==> src/rtl/pscl_timebase.sv <==
module pscl_timebase #(
  parameter int W = 16,
  parameter logic [W-1:0] TOP_RST = '1
) (
  input  logic         clk,
  input  logic         rst_n,
  input  logic         wr_en,
  input  logic [2:0]   wr_addr,
  input  logic [W-1:0] wr_data,
  input  logic [2:0]   rd_addr,
  output logic [W-1:0] rd_data,
  output logic [W-1:0] count_o,
  output logic         upd_pulse,
  output logic         upd_irq
);
  localparam logic [2:0] A_CTRL = 3'd0, A_STAT = 3'd1, A_EVT = 3'd2,
                         A_CNT  = 3'd3, A_DIV  = 3'd4, A_TOP = 3'd5;

  logic         run, blk, ie, uif, upd_q;
  logic [W-1:0] div_pre, top_pre, div_act, top_act, div_cnt, cnt;

  wire tick    = run && (div_cnt == div_act);
  wire wrap    = tick && (cnt == top_act);
  wire ug      = wr_en && (wr_addr == A_EVT) && wr_data[0] && !blk;
  wire upd_evt = ug || (wrap && !blk);
  wire wr_cnt  = wr_en && (wr_addr == A_CNT);

  always_ff @(posedge clk) begin
    if (!rst_n) begin
      run <= 1'b0; blk <= 1'b0; ie <= 1'b0; uif <= 1'b0; upd_q <= 1'b0;
      div_pre <= '0; div_act <= '0; top_pre <= TOP_RST; top_act <= TOP_RST;
      div_cnt <= '0; cnt <= '0;
    end else begin
      upd_q <= upd_evt;

      if (ug || tick)      div_cnt <= '0;
      else if (run)        div_cnt <= div_cnt + 1'b1;

      if (wr_cnt)          cnt <= wr_data;
      else if (ug || wrap) cnt <= '0;
      else if (tick)       cnt <= cnt + 1'b1;

      if (upd_evt) begin
        div_act <= div_pre;
        top_act <= top_pre;
      end

      if (wr_en && wr_addr == A_DIV) div_pre <= wr_data;
      if (wr_en && wr_addr == A_TOP) top_pre <= wr_data;
      if (wr_en && wr_addr == A_CTRL) begin
        run <= wr_data[0];
        blk <= wr_data[1];
        ie  <= wr_data[2];
      end

      if (upd_evt)                                       uif <= 1'b1;
      else if (wr_en && wr_addr == A_STAT && !wr_data[0]) uif <= 1'b0;
    end
  end

  always_comb begin
    case (rd_addr)
      A_CTRL:  rd_data = {{(W-3){1'b0}}, ie, blk, run};
      A_STAT:  rd_data = {{(W-1){1'b0}}, uif};
      A_CNT:   rd_data = cnt;
      A_DIV:   rd_data = div_pre;
      A_TOP:   rd_data = top_pre;
      default: rd_data = '0;
    endcase
  end

  assign count_o   = cnt;
  assign upd_pulse = upd_q;
  assign upd_irq   = uif && ie;
endmodule

==> config.mk <==
export PLATFORM = sky130hd
export DESIGN_NAME = pscl_timebase
export DESIGN_NICKNAME = d
export VERILOG_FILES = /design/src/rtl/pscl_timebase.sv
export SDC_FILE = /design/constraint.sdc
export NUM_CORES = 1
export LEC_CHECK = 0
export BUFFER_PORTS_ARGS = -buffer_cell sky130_fd_sc_hd__buf_2
export CAP_MARGIN = 20
export CORE_ASPECT_RATIO = 1.2
export CORE_UTILIZATION = 44
export CTS_CLUSTER_DIAMETER = 50
export CTS_CLUSTER_SIZE = 12
export DETAILED_ROUTE_END_ITERATION = 16
export HOLD_SLACK_MARGIN = 0.12
export PLACE_DENSITY = 0.67
export SLEW_MARGIN = 20
export SYNTH_ARGS = -nofsm -noshare
export SYNTH_HDL_FRONTEND = slang
export SYNTH_SLANG_ARGS = --single-unit
==> constraint.sdc <==
create_clock -name clk -period 4.85 [get_ports clk]
set_input_delay 0.485 -clock clk [delete_from_list [all_inputs] [get_ports clk]]
set_output_delay 0.485 -clock clk [all_outputs]
set_load 0.01 [all_outputs]
==> key figures, run 1 <==
Status
  – Status: complete, no violations

Floorplanning
  – Die extent in x: 104.6 µm
  – Die Footprint: 13080 µm²
  – # IOs: 59
  – CORE AREA: 12220 µm²
  – Die Span Y: 125.1 µm
  – Starting Density: 45.45%
  – Row count: 44

STA
  – Worst Skew: 0.007320 ns
  – Minimum clock period: 3.161 ns
  – Slew @ Worst Pin: 0.9880 ns
  – Fin. Hold Viols: 0
  – Crit share post-route: 65.17%
  – Fmax: 316.4 MHz
  – Setup Viol. Count Final: 0
  – Final TNS setup: 0 ns
  – RSZ-0062 raised after global routing: false
  – Fin. max-slew vios: 0
  – Worst slew margin: 33.64%

Layout
  – Nets@finish: 733
  – Number of inserted diodes: 0
  – Area delta synth->final: 10.41%
  – Share of cells above drive strength 1: 13.96%

Routing
  – WL per Instance: 19.01 µm
  – Post-Route WL: 16540 µm
  – Drt drc: 0
  – Vias per inst: 6.016
  – TritonRoute pass-1 iters: 4
  – ANT nets after route: 0
  – DRT iter0 DRCs: 323
  – DR vias: 5234

Worst hold path
  – Hold crit path type: in2reg

Pwr
  – PD cells: 280.9 nW/µm²
  – Leak: 2.753 nW
  – Worst vdd ir: 0.1223 mV
  – Total power: 1.723 mW

Global route
  – GRT Max-Usage Layer: met2
  – Met2 Usage GRT: 42.46%
  – Vias in the first global route: 4994
  – M3 GR Usage: 3.441%
  – Antenna violations before repair: 0
  – Largest net degree at the start of global routing: 73
  – GRT Total Usage: 25.68%
  – M1 GR Usage: 32.72%
  – Total global routing overflow: 0
  – First-pass GRT wire length: 26430 µm

Critical path
  – Worst Path Max Fanout: 18
  – CP Class: reg2reg
  – CP required: 5.03 ns
  – CP endpoint kind: register
  – Crit path DAT: 3.34 ns
  – CP startpoint kind: register
  – CP cell instances: xor2_1 > nor4_2 > and4_1 > nand3_2 > a21oi_4 > o211ai_1
  – CP peak stage delay: 0.74 ns
  – Crit-path slowest cell: a21oi_4

Clock network
  – Max Root-Sink Buffers: 2
  – Hold_buf cts: 0
  – Num CTS Buffers: 9
  – Clock sink count: 101
  – Post-CTS setup repair buffer count: 0
  – Htree depth: 3
  – Worst skew pair latency: 0.35 ns
  – Post-CTS Resized: 0
  – CTS tree: yes
  – Clock transition at the registers of the reported paths: 0.07 ns
  – CTS Root Buffer Type: clkbuf_16

Synth
  – Flops & latches, synth: 101
  – Syn_area_per_cell: 8.122 µm²
  – Sequential share of the synthesized area: 36.40%
  – Synthesis Warnings: 0
  – Syn Inst Count: 684
  – Syn nets: 711
  – Cell Area, Synth: 5555 µm²
  – Distinct cell type count after synthesis: 50

Job
  – Max_cap viols: 0

Place
  – Gpl congestion: 0.8953
  – Buffers on Ports: 58
  – DP HPWL: 11670 µm
==> cell type report <==
type	instances	area, µm²
fillers	1233	6088
multi-input cells	509	3218
flip-flops and latches	101	2022
repair buffers	63	327.8
clock buffers	12	246.5
well taps	161	201.4
inverters	22	82.58
clock inverters	2	35.03
==> through the flow <==
| step | worst slack (ns) | util, % | hold slack (ns) | std cells | instance area [µm²] |
|---|---|---|---|---|---|
| global placement | 1.880 | 47.79 | 0.4582 | 856 | 5841 |
| finish | 1.689 | 50.18 | 0.3825 | 870 | 6133 |
| CTS | 1.725 | 50.18 | 0.3814 | 870 | 6133 |
| floorplan | 2.621 | - | 0.4417 | 684 | 5555 |
| global route | 1.451 | 50.18 | 0.4118 | 870 | 6133 |
| detailed placement | 1.739 | 47.88 | 0.4633 | 856 | 5852 |
==> path summary, 6_finish.rpt <==
check | startpoint | end | slack [ns] | cells after the start
worst max-delay path | count_o[11] | top_act[7] | 1.69 | 6
worst max register to register | count_o[11] | top_act[7] | 1.69 | 6
worst min register to register | div_pre[15] | div_pre[15] | 0.48 | 2
worst min-delay path | wr_data[15] | top_pre[15] | 0.38 | 3
==> per-layer routing <==
layer / routed length [µm] / share of wire, %
met1: 7151 / 43
met2: 7779 / 47
met3: 1081 / 6.5
met4: 530 / 3.2
met5: 0 / 0
==> placed cells by master (no fill, tap or decap), drive strengths merged, types with 4 or more instances in the layout <==
| master | instances |
|---|---|
| nand3 | 42 |
| nand2 | 122 |
| a32oi | 20 |
| xnor2 | 16 |
| dfxtp | 101 |
| nand4 | 9 |
| and3 | 39 |
| nor2 | 37 |
| buf | 63 |
| nor4 | 13 |
| a21oi | 25 |
| mux2i | 35 |
| nor3 | 17 |
| xor2 | 33 |
| o21ai | 20 |
| and2 | 4 |
| clkbuf | 12 |
| inv | 22 |
| o211ai | 38 |
| nand2b | 4 |
| a31oi | 4 |
==> sequential cells by signal (all words and copies together), names as in the netlist, 16 cells and up <==
name	cells
div_act	16
div_pre	16
top_act	16
div_cnt	16
top_pre	16
count_o	16
==> cell families (layout without fill, tap and decap cells) <==
logic type	count (synthesis)	in the layout	share of synthesized area [%]
AND/OR/NAND/NOR	299	299	26.55
AO/OA/AOI/OAI	123	123	16.19
flip-flops	101	101	36.40
buffers and inverters	74	99	5.969
XOR/XNOR	49	49	7.725
multiplexers	36	36	6.712
adder cells (fa/ha/maj)	2	2	0.4504
==> cells in the mapped netlist (all sizes together) <==
| cell | instances | share of area (%) |
|---|---|---|
| a21o | 1 | 0.14 |
| a21oi | 25 | 2.5 |
| a221o | 1 | 0.18 |
| a22oi | 2 | 0.27 |
| a311oi | 3 | 0.47 |
| a31oi | 4 | 0.45 |
| a32o | 1 | 0.18 |
| a32oi | 20 | 3.2 |
| a41oi | 1 | 0.16 |
| and2 | 4 | 0.45 |
| and3 | 39 | 4.4 |
| and4 | 3 | 0.47 |
| buf | 22 | 2.5 |
| clkbuf | 30 | 2.0 |
| dfxtp | 101 | 36 |
| ha | 2 | 0.45 |
| inv | 22 | 1.5 |
| mux2i | 35 | 6.3 |
| mux4 | 1 | 0.41 |
| nand2 | 122 | 8.2 |
| nand2b | 4 | 0.45 |
| nand3 | 42 | 3.9 |
| nand3b | 1 | 0.14 |
| nand4 | 9 | 1.0 |
| nand4b | 3 | 0.47 |
| nor2 | 37 | 2.5 |
| nor2b | 1 | 0.11 |
| nor3 | 17 | 1.6 |
| nor3b | 1 | 0.14 |
| nor4 | 13 | 2.3 |
| nor4b | 1 | 0.16 |
| o211ai | 38 | 6.0 |
| o21a | 1 | 0.14 |
| o21ai | 20 | 1.8 |
| o22ai | 3 | 0.34 |
| o31ai | 2 | 0.27 |
| o41ai | 1 | 0.16 |
| or2 | 1 | 0.11 |
| or3 | 1 | 0.11 |
| xnor2 | 16 | 2.5 |
| xor2 | 33 | 5.2 |
==> critical path, delay by kind of cell (launching register included) <==
kind | cells | cell delay (ns)
xor gates and xnor gates | 1 | 0.17
and+or+nand+nor | 3 | 1.35
AOI/OAI and AO/OA | 2 | 0.90
DFF | 1 | 0.56
==> power by group <==
| group | switching (mW) | internal, mW | leakage [nW] |
|---|---|---|---|
| clock network | 0.304 | 0.408 | 0.139 |
| registers | 0.0237 | 0.845 | 0.818 |
| logic | 0.0940 | 0.0477 | 1.80 |
Note: power is estimated with default switching activity, not from simulation.
==> run 2: changes to the inputs <==
--- a/config.mk
+++ b/config.mk
@@ -5,6 +5,7 @@
 export SDC_FILE = /design/constraint.sdc
 export NUM_CORES = 1
 export LEC_CHECK = 0
+export ABC_AREA = 1
 export BUFFER_PORTS_ARGS = -buffer_cell sky130_fd_sc_hd__buf_2
 export CAP_MARGIN = 20
 export CORE_ASPECT_RATIO = 1.2
@@ -13,7 +14,7 @@
 export CTS_CLUSTER_SIZE = 12
 export DETAILED_ROUTE_END_ITERATION = 16
 export HOLD_SLACK_MARGIN = 0.12
-export PLACE_DENSITY = 0.67
+export PLACE_DENSITY = 0.69
 export SLEW_MARGIN = 20
 export SYNTH_ARGS = -nofsm -noshare
 export SYNTH_HDL_FRONTEND = slang
==> constraint.sdc (replaced) <==
create_clock -name clk -period 2.7 [get_ports clk]
set_input_delay 0.27 -clock clk [delete_from_list [all_inputs] [get_ports clk]]
set_output_delay 0.27 -clock clk [all_outputs]
set_load 0.01 [all_outputs]
==> key figures, run 2 <==
Pwr
  – Total power: 2.998 mW
  – Leak: 2.829 nW
  – PD cells: 501.3 nW/µm²
  – Worst vdd ir: 0.2560 mV

Place
  – DP HPWL: 10090 µm
  – DP Worst Slack: 0.2316 ns
  – Gpl congestion: 0.9178
  – Buffers on Ports: 58
  – Dpl cells: 1000

Critical path
  – FF-to-FF End: div_act[1]
  – CP Class: reg2reg
  – Flop2flop setup slack: 0.44 ns
  – Top Family by Delay on Critical Path: simple AND/OR/NAND/NOR gates
  – CP peak stage delay: 0.49 ns
  – R2R Path Start: run
  – CP Depth: 12
  – Worst R2R Path Depth: 12
  – CP required: 2.98 ns
  – Crit path DAT: 2.54 ns
  – Worst Path Max Fanout: 32
  – CP cell instances: a21boi_1 > nand3_1 > nor2_1 > nand3_2 > nand2_4 > inv_2 > nor2_2 > nand2_2 > buf_12 > nand2_1 > nand2_1 > nor2_1
  – CP startpoint kind: register
  – Worst path bufs/invs: 2
  – CP endpoint kind: register
  – Crit-path slowest cell: dfxtp_1

Status
  – Status: complete, no violations

STA
  – Worst slew margin: 61.09%
  – Crit share post-route: 83.71%
  – Worst Skew: 0.006706 ns
  – Final TNS setup: 0 ns
  – Minimum clock period: 2.260 ns
  – RSZ-0062 raised after global routing: false
  – Slew @ Worst Pin: 0.5801 ns
  – Setup Viol. Count Final: 0
  – Fin. Hold Viols: 0
  – Final WS setup: 0.4397 ns
  – Fin. max-slew vios: 0
  – Fmax: 442.4 MHz

Synth
  – Flops & latches, synth: 101
  – Syn nets: 827
  – Synth area leader: dfxtp_1
  – Distinct cell type count after synthesis: 33
  – Asr flop ratio synth: 0%
  – Synth Area in XOR/XNOR: 5.031%
  – Synth top area share: 38.72%
  – Main combinational cell family by area after synthesis: simple AND/OR/NAND/NOR gates
  – Top post-synthesis cells by count: nand2_1 (243), nor2_1 (106), dfxtp_1 (101), inv_1 (94), nand3_1 (43)
  – Simple-gate area share of the yosys netlist: 37.54%
  – Sequential share of the synthesized area: 38.72%
  – Syn Inst Count: 800
  – EDFF count, synth: 0
  – Syn_area_per_cell: 6.528 µm²
  – Adder-cell area share of the yosys netlist: 0.4792%
  – Cell Area, Synth: 5223 µm²
  – Post-synthesis compound-gate area fraction: 7.882%
  – Ranking of synthesized cells by area: dfxtp_1 (39%), nand2_1 (17%), nor2_1 (7.6%)
  – Mux share of post-synthesis cell area: 0%
  – Most numerous cell in the Yosys netlist: nand2_1
  – Synthesis Warnings: 0
  – Commonest register cell after synthesis: dfxtp_1

Clock network
  – Clock transition at the registers of the reported paths: 0.06 ns
  – Htree depth: 3
  – Num CTS Buffers: 9
  – Worst skew pair latency: 0.34 ns
  – CTS tree: yes
  – Post-CTS setup repair buffer count: 0
  – CTS Root Buffer Type: clkbuf_16
  – Clock sink count: 101
  – Max Root-Sink Buffers: 2
  – Hold_buf cts: 0

Layout
  – Most common cell after layout, fill and taps aside: nand2_1
  – Share of cells above drive strength 1: 11.89%
  – Nets@finish: 881
  – Number of inserted diodes: 0
  – Non-filler cells, final: 1015
  – Area delta synth->final: 14.52%
  – Most frequent cells in the layout: nand2_1 (243), nor2_1 (106), dfxtp_1 (101)
  – Core Util, Final: 51.70%

Worst hold path
  – Hold crit path type: in2reg
  – Min-delay src: wr_data[8]
  – Hold EP: top_pre[8]
  – Worst hold stages: 3

Floorplanning
  – Die Footprint: 12310 µm²
  – Die extent in x: 101.5 µm
  – Row count: 43
  – CORE AREA: 11570 µm²
  – # IOs: 59
  – Starting Density: 45.15%
  – Die Span Y: 121.3 µm

Routing
  – WL per Instance: 13.60 µm
  – DRT iter0 DRCs: 378
  – DR vias: 5033
  – Drt drc: 0
  – Post-Route WL: 13800 µm
  – TritonRoute pass-1 iters: 5
  – ANT nets after route: 0
  – Vias per inst: 4.959

Global route
  – Antenna violations before repair: 0
  – GRT Total Usage: 23.49%
  – Total global routing overflow: 0
  – First-pass GRT wire length: 22450 µm
  – Vias in the first global route: 4512
  – Largest net degree at the start of global routing: 42

Job
  – Max_cap viols: 0
run 2: routing by layer:
metal	track usage, %	vias up	share of wire (%)
li1	-	2641	-
met1	31.74	2260	46
met2	39.07	123	48
met3	3.399	9	4.5
met4	5.797	0	0.88
met5	0	-	0
run 2: kinds of logic (layout without fill, tap and decap cells):
logic type,count (synthesis),count (layout)
xor gates and xnor gates,30,30
DFF,101,101
AOI/OAI and AO/OA,72,72
and+or+nand+nor,461,461
buffers and inverters,134,192
adders and majority gates,2,2
run 2: final cells by class:
class,count,area [µm²]
well taps,157,196.4
clock inverters,1,5.005
multi-input cells,565,2665
fillers,1211,5587
repair buffers,76,437.9
clock buffers,14,274.0
inverters,101,380.4
flip-flops and latches,101,2022
run 2: per-stage QoR:
step | hold slack, ns | area [µm²]
3_3_place_gp | 0.4730 | 5697
2_1_floorplan | 0.3961 | 5223
3_5_place_dp | 0.4782 | 5697
4_1_cts | 0.1899 | 5976
6_report | 0.2033 | 5981
5_1_grt | 0.1926 | 5981
run 2: report_power, final:
| group | leakage (nW) | switching (mW) | total [mW] | internal (mW) |
|---|---|---|---|---|
| combinational | 1.87 | 0.155 | 0.231 | 0.0761 |
| clock | 0.139 | 0.531 | 1.23 | 0.696 |
| sequential | 0.818 | 0.0239 | 1.54 | 1.52 |
run 2: how the worst max path moves through the flow:
stage,from,endpoint,slack [ns]
3_5_place_dp,wr_en,top_act[3],0.23
6_report,run,div_act[1],0.44
4_1_cts,count_o[3],top_act[2],0.29
5_1_grt,div_cnt[5],div_act[14],0.19
2_1_floorplan,run,top_act[0],1.02
3_3_place_gp,wr_en,top_act[1],0.28
run 2: what timing repair did:
item	CTS	global route
endpoints found under the hold margin	0	0
setup endpoints to repair	0	1
resized for setup	0	1
run 2: worst min-delay path, cell delays in order:
cell and delay (ns):
buf_2 0.12, nand2_1 0.06, nand3_1 0.06
